--- config.mk ---
export PLATFORM = sky130hd
export DESIGN_NAME = bist_vector_filter
export DESIGN_NICKNAME = d
export VERILOG_FILES = /design/src/rtl/bist_vector_filter.sv
export SDC_FILE = /design/constraint.sdc
export NUM_CORES = 1
export LEC_CHECK = 0
export BUFFER_PORTS_ARGS = -buffer_cell sky130_fd_sc_hd__buf_2
export CORE_MARGIN = 1
export CORE_UTILIZATION = 59
export DETAILED_ROUTE_END_ITERATION = 6
export GPL_TIMING_DRIVEN = 0
export PLACE_DENSITY_LB_ADDON = 0.12
export SYNTH_ARGS = -nofsm -noshare
export SYNTH_HDL_FRONTEND = slang
export SYNTH_SLANG_ARGS = --single-unit
--- constraint.sdc ---
create_clock -name clk -period 2.94 [get_ports clk]
set_clock_uncertainty 0.05 [all_clocks]
set_input_delay 0.441 -clock clk [delete_from_list [all_inputs] [get_ports clk]]
set_output_delay 0.441 -clock clk [all_outputs]
set_load 0.02 [all_outputs]
--- src/rtl/bist_vector_filter.sv ---
module bist_vector_filter #(
  parameter int W = 16,
  parameter int PAIRS = 4,
  parameter int CNT_W = 16,
  parameter logic [W-1:0] TAPS = 16'hD008,
  parameter logic [W-1:0] ALT_SEED = 16'hACE1,
  localparam int IW = (PAIRS > 1) ? $clog2(PAIRS) : 1
) (
  input  logic             clk,
  input  logic             rst_n,
  input  logic             cfg_we,
  input  logic [IW-1:0]    cfg_idx,
  input  logic             cfg_valid,
  input  logic [W-1:0]     cfg_first,
  input  logic [W-1:0]     cfg_last,
  input  logic             start,
  input  logic [W-1:0]     seed,
  input  logic [CNT_W-1:0] sess_len,
  output logic [W-1:0]     cut_in,
  output logic             inhibit,
  output logic             busy,
  output logic             done,
  output logic [CNT_W-1:0] applied_cnt,
  output logic [CNT_W-1:0] filtered_cnt
);

  logic [W-1:0]     first_q [PAIRS];
  logic [W-1:0]     last_q  [PAIRS];
  logic [PAIRS-1:0] valid_q;
  logic [PAIRS-1:0] hit_f, hit_l;
  logic [W-1:0]     lfsr_q;
  logic [CNT_W-1:0] rem_q;

  for (genvar g = 0; g < PAIRS; g++) begin : g_match
    assign hit_f[g] = valid_q[g] && (first_q[g] == lfsr_q);
    assign hit_l[g] = valid_q[g] && (last_q[g] == lfsr_q);
  end

  wire         filtered = inhibit | (|hit_f);
  wire         inh_next = filtered & ~(|hit_l);
  wire [W-1:0] lfsr_nx  = {lfsr_q[W-2:0], ^(lfsr_q & TAPS)};

  always_ff @(posedge clk or negedge rst_n) begin
    if (!rst_n) begin
      valid_q <= '0;
      for (int i = 0; i < PAIRS; i++) begin
        first_q[i] <= '0;
        last_q[i]  <= '0;
      end
    end else if (cfg_we && (int'(cfg_idx) < PAIRS)) begin
      first_q[cfg_idx] <= cfg_first;
      last_q[cfg_idx]  <= cfg_last;
      valid_q[cfg_idx] <= cfg_valid;
    end
  end

  always_ff @(posedge clk or negedge rst_n) begin
    if (!rst_n) begin
      lfsr_q       <= ALT_SEED;
      cut_in       <= '0;
      inhibit      <= 1'b0;
      busy         <= 1'b0;
      done         <= 1'b0;
      applied_cnt  <= '0;
      filtered_cnt <= '0;
      rem_q        <= '0;
    end else if (start && !busy) begin
      lfsr_q       <= (seed == '0) ? ALT_SEED : seed;
      inhibit      <= 1'b0;
      applied_cnt  <= '0;
      filtered_cnt <= '0;
      rem_q        <= sess_len;
      busy         <= (sess_len != '0);
      done         <= (sess_len == '0);
    end else if (busy) begin
      lfsr_q  <= lfsr_nx;
      inhibit <= inh_next;
      if (filtered) begin
        filtered_cnt <= filtered_cnt + 1'b1;
      end else begin
        applied_cnt <= applied_cnt + 1'b1;
        cut_in      <= lfsr_q;
      end
      rem_q <= rem_q - 1'b1;
      if (rem_q == CNT_W'(1)) begin
        busy <= 1'b0;
        done <= 1'b1;
      end
    end
  end

endmodule

==> results of run 1 <==
-- sequential cells by signal (all words and copies together), names as in the netlist --
signal / flops
inhibit: 1
rem_q: 16
busy: 1
valid_q: 4
cut_in: 16
last_q: 64
filtered_cnt: 16
lfsr_q: 16
applied_cnt: 16
done: 1
first_q: 64
-- layout make-up --
class | count | area share, %
antenna | 1 | 0.0199
buffer | 52 | 2.64
clock buffer | 36 | 5.77
clock inverter | 6 | 0.636
inverter | 6 | 0.179
multi-input combinational | 635 | 40.6
sequential | 215 | 42.8
tap | 229 | 2.27
timing repair buffer | 121 | 5.06
-- worst max-delay path, stage by stage, from the launching register on --
cell and delay (ps):
sky130_fd_sc_hd__dfstp_2 560, sky130_fd_sc_hd__buf_6 190, sky130_fd_sc_hd__xor2_1 90, sky130_fd_sc_hd__nor4_1 460
sky130_fd_sc_hd__nand4_1 260, sky130_fd_sc_hd__o22ai_2 280, sky130_fd_sc_hd__nor3_4 130, sky130_fd_sc_hd__nand2_4 170
sky130_fd_sc_hd__buf_6 210, sky130_fd_sc_hd__mux2_4 320
-- logic make-up after synthesis --
group | synth area share [%]
AOI/OAI and AO/OA | 5.33
xor gates and xnor gates | 11.8
adders and majority gates | 0.461
buffers and inverters | 3.27
DFF | 49.6
muxes | 18.5
and+or+nand+nor | 11.0
-- cell usage in the layout, fill, tap and decap left out, types with 10 or more instances in the layout --
cell                        instances
sky130_fd_sc_hd__nand3_1           26
sky130_fd_sc_hd__nor3_1            12
sky130_fd_sc_hd__mux2_2           142
sky130_fd_sc_hd__dfrtp_1          207
sky130_fd_sc_hd__xor2_1            84
sky130_fd_sc_hd__buf_6             13
sky130_fd_sc_hd__o211ai_1          11
sky130_fd_sc_hd__mux2i_1           30
sky130_fd_sc_hd__clkbuf_1          29
sky130_fd_sc_hd__xnor2_1           61
sky130_fd_sc_hd__and3_1            10
sky130_fd_sc_hd__buf_2            121
sky130_fd_sc_hd__o21ai_0           25
sky130_fd_sc_hd__nand4_1           22
sky130_fd_sc_hd__nor2_1            11
sky130_fd_sc_hd__clkbuf_16         25
sky130_fd_sc_hd__nand2_1           70
sky130_fd_sc_hd__nor4_1            26
sky130_fd_sc_hd__nand2b_1          12
-- power by group --
| part | internal, mW | switching [mW] |
|---|---|---|
| sequential | 3.45 | 0.415 |
| combinational | 0.818 | 0.742 |
| clock | 1.87 | 1.18 |
| total | 6.14 | 2.34 |
-- per-layer routing --
metal  GRT usage (%)  part of all wire [%]  vias up
met5               0                     0        -
met4            6.47                   1.7        0
met3            4.38                   5.2       30
met2            48.5                    47      209
met1            41.4                    46     3836
li1                -                     -     3553
-- worst paths after layout --
| path | depth (start not counted) | end | start | slack [ps] |
|---|---|---|---|---|
| setup / recovery | 9 | cut_in[12]$_DFFE_PN0P_ | lfsr_q[15]$_DFFE_PN1P_ | 100 |
| hold / removal | 1 | rem_q[8]$_DFFE_PN0P_ | rst_n | -40 |
| setup reg to reg | 9 | cut_in[12]$_DFFE_PN0P_ | lfsr_q[15]$_DFFE_PN1P_ | 100 |
| hold reg to reg | 1 | applied_cnt[9]$_DFFE_PN0P_ | applied_cnt[9]$_DFFE_PN0P_ | 450 |
| max in group asynchronous | 2 | first_q[51]$_DFFE_PN0P_ | rst_n | 1840 |
| min in group clk | 2 | first_q[16]$_DFFE_PN0P_ | cfg_first[0] | 150 |
==> summary.md, run 1 <==
| Metric | Value |
|---|---|
| Area inside the core boundary | `18000 sq um` |
| Most common cell in the synthesized netlist | `sky130_fd_sc_hd__dfrtp_1` |
| Number of warnings printed during yosys synthesis | `0` |
| Distinct cells, synth | `56` |
| Drt wl/cell | `20.7 microns` |
| HPWL after detailed placement | `19100 microns` |
| Overall power of the completed layout | `between 8 and 9 mW` |
| Kind of start point of the critical path | `flip-flop` |
| First-pass GRT wire length | `41600 microns` |
| Count of flip-flops with a built-in enable after synthesis | `0` |
| Mapped cell area | `10900 sq um` |
| Htree depth | `1` |
| Required time reported for the critical path endpoint | `between 3000 and 4000 ps` |
| Smallest setup slack after layout | `a little under 100 ps` |
| CTS tree | `yes` |
| Clock transition at the register clock pins on the worst setup and hold paths after CTS | `60 ps` |
| Number of hold-repair buffers added at the cts stage | `0` |
| Number of nets still failing antenna checks after routing | `0` |
| Leakage power | `5.65 nW` |
| Detailed Route WL | `approximately 27000 microns` |
| Start-to-end type of the worst setup path | `flip-flop to flip-flop` |
| Detailed Route Iter0 Violations | `between 300 and 400` |
| Standard cell area after detailed placement | `11800 sq um` |
| Y dimension of the die | `138 microns` |
| Post-route cell area | `12600 sq um` |
| Top fanout value on the critical path | `10` |
| Number of fill cells | `1352` |
| Post-detailed-route DRC marker count | `0` |
| Instance count of the mapped netlist | `908` |
| Latest clock arrival within the worst-skew pair | `520 ps` |
| Number of rows in the core area | `49` |
| Number of global-route vias before repair | `7497` |
| Cell Count Post-Placement | `1258` |
| Worst hold slack after final layout | `-37.0 ps` |
| Sink Count | `approximately 220` |
| Resize count post-CTS | `0` |
| Unrepaired setup endpoints after global routing | `no` |
| Top FF cell, synth | `sky130_fd_sc_hd__dfrtp_1` |
| Largest net degree at the start of global routing | `117` |
| Number of buffers inserted to repair setup after CTS | `0` |
| Highest clock frequency the design can meet | `352 MHz` |
| Synthesis-stage register bit count | `around 220` |
| Final layout net count | `1130` |
| Register area | `5390 sq um` |
| Final core utilization | `between 60% and 70%` |
| CTS Buf Count | `24` |
| Final hold vios | `29` |
| Die Area | `19000 sq um` |
| Number of nets produced by synthesis | `~980` |
| Library cell occupying the most area in the post-synthesis netlist | `sky130_fd_sc_hd__dfrtp_1` |
| Worst-margin pin slew | `~900 ps` |
| Top cell type's share of synthesized area | `47.7%` |
| Area growth from synthesis to layout | `16.0%` |
| Number of buffer cells added on primary ports | `between 100 and 150` |
| Final weighted congestion in routability-driven placement | `0.916` |
| Global-route usage over all layers | `29.5%` |
| Worst min-delay path class | `input port to asynchronous set/reset pin` |
| Synth top area cells | `sky130_fd_sc_hd__dfrtp_1, sky130_fd_sc_hd__mux2_2, sky130_fd_sc_hd__xor2_1, sky130_fd_sc_hd__xnor2_1, sky130_fd_sc_hd__mux2i_1` |
| Post-Place Setup Slack | `126 ps` |
| Final count of negative-setup-slack endpoints | `0` |
| Number of primary I/O pins | `roughly 120` |
| Area occupied by multi-input gates | `5120 sq um` |
| Buffer depth of the longest clock path | `3` |
| Power per unit of standard cell area | `673 nW/um^2` |
| Sequential share of the synthesized area | `49.6%` |
| Share of cells above drive strength 1 | `32.5%` |
| Violated checks | `negative hold slack` |
| Initial core utilization | `60.2%` |
| Setup TNS Final | `0 ps` |
| Arrival time reported for the critical path endpoint | `around 3200 ps` |
| Mean instance size in the synthesized netlist | `12.0 sq um` |
| Period utilisation layout | `96.6%` |
| Final max-slew violation count | `0` |
| Worst rel slew slack | `41.1%` |
| GRT overflow | `0` |
| Horizontal extent of the die | `138 microns` |
| Setup crit end kind | `flip-flop` |
| Library cell used as clock root buffer | `sky130_fd_sc_hd__clkbuf_16` |
| Reported max-cap violation count | `0` |
| Final critical delay including setup and external delays | `2840 ps` |
| First-pass iteration count of the detailed router | `4` |
| Final instance count without filler cells | `1301` |
| Proportion of synthesized flip-flops having asynchronous set or reset | `between 90% and 100%` |
| Via count normalized by instance count | `a little under 6` |
| Antenna violations before repair | `0` |
| Overall via count from detail_route | `7628` |
| List of most frequent post-synthesis cells | `sky130_fd_sc_hd__dfrtp_1, sky130_fd_sc_hd__mux2_2, sky130_fd_sc_hd__xor2_1` |
| Worst supply voltage drop on vdd | `around 0.00061 V` |
| Result of the run | `finished with violations` |
(Power assumes the default switching activity.)
==> run 2: changes to the inputs <==
--- a/config.mk
+++ b/config.mk
@@ -5,7 +5,9 @@
 export SDC_FILE = /design/constraint.sdc
 export NUM_CORES = 1
 export LEC_CHECK = 0
+export ABC_AREA = 1
 export BUFFER_PORTS_ARGS = -buffer_cell sky130_fd_sc_hd__buf_2
+export CORE_ASPECT_RATIO = 0.5
 export CORE_MARGIN = 1
 export CORE_UTILIZATION = 59
 export DETAILED_ROUTE_END_ITERATION = 6
==> summary.md, run 2 <==
| Metric | Value |
|---|---|
| Result of the run | `complete, no violations (was finished with violations)` |
| Sink Count | `215 (unchanged)` |
| Leakage power | `6.25 nW (was 5.65 nW)` |
| Most common cell after layout, fill and taps aside | `sky130_fd_sc_hd__nand2_1 (was sky130_fd_sc_hd__dfrtp_1)` |
| Number of warnings printed during yosys synthesis | `0 (unchanged)` |
| Latest clock arrival within the worst-skew pair | `500 ps (was 520 ps)` |
| Horizontal extent of the die | `195 microns (was 138 microns)` |
| Worst supply voltage drop on vdd | `0.000438 V (was 0.000607 V)` |
| Registers with the highest flip-flop counts | `first_q: 64 flops, last_q: 64 flops (unchanged)` |
| Commonest cells after routing, fill and taps aside | `sky130_fd_sc_hd__nand2_1, sky130_fd_sc_hd__dfrtp_1, sky130_fd_sc_hd__o21ai_0 (was sky130_fd_sc_hd__dfrtp_1, sky130_fd_sc_hd__mux2_2, sky130_fd_sc_hd__buf_2)` |
| Buffer depth of the longest clock path | `3 (unchanged)` |
| Most common cell in the synthesized netlist | `sky130_fd_sc_hd__nand2_1 (was sky130_fd_sc_hd__dfrtp_1)` |
| Setup TNS Final | `0 ps (unchanged)` |
| Distinct cells, synth | `42 (was 56)` |
| List of most frequent post-synthesis cells | `sky130_fd_sc_hd__nand2_1, sky130_fd_sc_hd__dfrtp_1, sky130_fd_sc_hd__o21ai_0 (was sky130_fd_sc_hd__dfrtp_1, sky130_fd_sc_hd__mux2_2, sky130_fd_sc_hd__xor2_1)` |
| Synthesis-stage register bit count | `215 (unchanged)` |
| Origin of the worst min-delay path | `sess_len[1]` |
| Final max-slew violation count | `0 (unchanged)` |
| Number of buffer cells added on primary ports | `121 (was 120)` |
| CTS Buf Count | `20 (was 24)` |
| Top fanout value on the critical path | `10 (unchanged)` |
| Worst-margin pin slew | `789 ps (was 883 ps)` |
| Number of global-route vias before repair | `9669 (was 7497)` |
| Global-route usage over all layers | `34.3% (was 29.5%)` |
| Initial core utilization | `61.6% (was 60.2%)` |
| Detailed Route Iter0 Violations | `900 (was 393)` |
| Die Area | `19200 sq um (was 19000 sq um)` |
| First-pass iteration count of the detailed router | `5 (was 4)` |
| Mapped cell area | `11000 sq um (was 10900 sq um)` |
| Mean instance size in the synthesized netlist | `7.82 sq um (was 12.0 sq um)` |
| Number of nets still failing antenna checks after routing | `0 (unchanged)` |
| Top FF cell, synth | `sky130_fd_sc_hd__dfrtp_1 (unchanged)` |
| Kind of start point of the critical path | `flip-flop (unchanged)` |
| Worst R2R Setup Slack | `320 ps (was 100 ps)` |
| Number of primary I/O pins | `122 (unchanged)` |
| Number of antenna diodes | `0 (was 1)` |
| Post-detailed-route DRC marker count | `0 (unchanged)` |
| Setup crit end kind | `flip-flop (unchanged)` |
| Overall via count from detail_route | `10.3k (was 7628)` |
| Sequential share of the synthesized area | `49.2% (was 49.6%)` |
| Final layout net count | `1621 (was 1130)` |
| Detailed Route WL | `32200 microns (was 26900 microns)` |
| Top cell type's share of synthesized area | `47.3% (was 47.7%)` |
| Post-route cell area | `12500 sq um (was 12600 sq um)` |
| Worst rel slew slack | `47.4% (was 41.1%)` |
| CTS tree | `yes (unchanged)` |
| Arrival time reported for the critical path endpoint | `2950 ps (was 3180 ps)` |
| Number of rows in the core area | `34 (was 49)` |
| Proportion of synthesized flip-flops having asynchronous set or reset | `100% (unchanged)` |
| Clock transition at the register clock pins on the worst setup and hold paths after CTS | `70 ps (was 60 ps)` |
| Largest net degree at the start of global routing | `118 (was 117)` |
| Area inside the core boundary | `17800 sq um (was 18000 sq um)` |
| Power per unit of standard cell area | `872 nW/um^2 (was 673 nW/um^2)` |
| GRT overflow | `0 (unchanged)` |
| HPWL after detailed placement | `23100 microns (was 19100 microns)` |
| Final instance count without filler cells | `1790 (was 1301)` |
| Critical path origin | `lfsr_q[2]$_DFFE_PN0P_ (was lfsr_q[15]$_DFFE_PN1P_)` |
| Worst min-delay path class | `input port to flip-flop (was input port to asynchronous set/reset pin)` |
| Library cell used as clock root buffer | `sky130_fd_sc_hd__clkbuf_16 (unchanged)` |
| Worst hold slack after final layout | `137 ps (was -37.0 ps)` |
| Number of nets produced by synthesis | `1476 (was 983)` |
| Required time reported for the critical path endpoint | `3270 ps (was 3280 ps)` |
| Share of cells above drive strength 1 | `13.2% (was 32.5%)` |
| Synth top area cells | `sky130_fd_sc_hd__dfrtp_1, sky130_fd_sc_hd__nand2_1, sky130_fd_sc_hd__o21ai_0, sky130_fd_sc_hd__inv_1, sky130_fd_sc_hd__nor2_1 (was sky130_fd_sc_hd__dfrtp_1, sky130_fd_sc_hd__mux2_2, sky130_fd_sc_hd__xor2_1, sky130_fd_sc_hd__xnor2_1, sky130_fd_sc_hd__mux2i_1)` |
| Cell Count Post-Placement | `1757 (was 1258)` |
| Reported max-cap violation count | `0 (unchanged)` |
| Unrepaired setup endpoints after global routing | `no (unchanged)` |
| Start-to-end type of the worst setup path | `flip-flop to flip-flop (unchanged)` |
| Count of flip-flops with a built-in enable after synthesis | `0 (unchanged)` |
| Htree depth | `1 (unchanged)` |
| Standard cell area after detailed placement | `11900 sq um (was 11800 sq um)` |
| Area growth from synthesis to layout | `14.3% (was 16.0%)` |
| Period utilisation layout | `89.2% (was 96.6%)` |
| Final hold vios | `0 (was 29)` |
| Instance count of the mapped netlist | `1401 (was 908)` |
| Drt wl/cell | `18.0 microns (was 20.7 microns)` |
| Final weighted congestion in routability-driven placement | `0.961 (was 0.916)` |
| Final critical delay including setup and external delays | `2620 ps (was 2840 ps)` |
| Highest clock frequency the design can meet | `381 MHz (was 352 MHz)` |
| Via count normalized by instance count | `5.76 (was 5.86)` |
| First-pass GRT wire length | `50700 microns (was 41600 microns)` |
| Y dimension of the die | `98.4 microns (was 138 microns)` |
| Final count of negative-setup-slack endpoints | `0 (unchanged)` |
| Launch point of the worst reg-to-reg path | `lfsr_q[2]$_DFFE_PN0P_ (was lfsr_q[15]$_DFFE_PN1P_)` |
| Library cell occupying the most area in the post-synthesis netlist | `sky130_fd_sc_hd__dfrtp_1 (unchanged)` |
| Final core utilization | `70.5% (was 69.9%)` |
| Antenna violations before repair | `0 (unchanged)` |
run 2: changes by cell type in the layout (fill, tap and decap cells not counted), moves of 15 or more:
cell                       delta
sky130_fd_sc_hd__inv_1      +128
sky130_fd_sc_hd__mux2_2     -142
sky130_fd_sc_hd__mux2i_1     -30
sky130_fd_sc_hd__nand2_1    +352
sky130_fd_sc_hd__nand3_1     +30
sky130_fd_sc_hd__nor2_1      +94
sky130_fd_sc_hd__nor4_1      -15
sky130_fd_sc_hd__o21ai_0    +166
sky130_fd_sc_hd__o21ai_1     +21
sky130_fd_sc_hd__o221ai_1    +15
sky130_fd_sc_hd__xnor2_1     -30
sky130_fd_sc_hd__xor2_1      -61
run 2: where the power goes:
part	leakage [nW]	switching, mW	internal [mW]	total (mW)
clock	0.296	1.11	1.44	2.55
combinational	3.36	2.64	1.50	4.14
sequential	2.59	0.647	3.59	4.24
run 2: final timing paths:
check / depth (start not counted) / end
max: 12 / filtered_cnt[12]$_DFFE_PN0P_
min: 3 / rem_q[1]$_DFFE_PN0P_
max reg2reg: 12 / filtered_cnt[12]$_DFFE_PN0P_
min reg2reg: 2 / cut_in[13]$_DFFE_PN0P_
max in group asynchronous: 3 / first_q[36]$_DFFE_PN0P_
min in group asynchronous: 2 / filtered_cnt[10]$_DFFE_PN0P_
run 2: repair_timing:
| action | in CTS | in global routing |
|---|---|---|
| setup buffers | 0 | 0 |
| endpoints found under the setup margin | 0 | 0 |
| hold buffers | 1 | 0 |
| hold endpoints to repair | 97 | 0 |
| resized for setup | 0 | 0 |
run 2: cell type report:
cell class              instances  area [sq um]
flip-flops and latches        215          5390
fillers                      1407          5250
well taps                     234           293
plain buffers                  66           348
repair buffers                123           653
clock buffers                  27           568
multi-input cells             974          4670
inverters                     146           548
clock inverters                 5          57.6
run 2: logic make-up after synthesis:
logic type / count (synthesis) / share of synthesized area (%)
simple gates: 638 / 23.9
compound gates: 278 / 14.0
flops: 215 / 49.2
buf+inv: 212 / 8.18
xor+xnor: 54 / 4.32
fa+ha+maj: 4 / 0.457
run 2: stage by stage:
step / power [mW] / setup slack [ps]
finish: 10.9 / 318
global route: 11.5 / 129
CTS: 10.8 / 341
detailed placement: 8.30 / 353
global placement: 8.15 / -2240
floorplan: 6.95 / 991
run 2: routing by layer:
metal | GRT usage [%] | up-vias | part of all wire, %
li1 | - | 4803 | -
met2 | 52.0 | 490 | 44
met4 | 9.77 | 0 | 2.4
met1 | 49.2 | 4956 | 43
met5 | 0 | - | 0
met3 | 8.43 | 66 | 10
run 2: critical path, cell delays in order (launching register included):
cell	delay (ps)
sky130_fd_sc_hd__dfrtp_1	510
sky130_fd_sc_hd__inv_1	160
sky130_fd_sc_hd__buf_2	300
sky130_fd_sc_hd__nand2_1	80
sky130_fd_sc_hd__a22oi_1	260
sky130_fd_sc_hd__nand3_1	180
sky130_fd_sc_hd__nor2_1	300
sky130_fd_sc_hd__nor2_2	110
sky130_fd_sc_hd__nand3_4	120
sky130_fd_sc_hd__nand2_4	100
sky130_fd_sc_hd__buf_6	160
sky130_fd_sc_hd__nand2_1	70
sky130_fd_sc_hd__o21ai_1	70
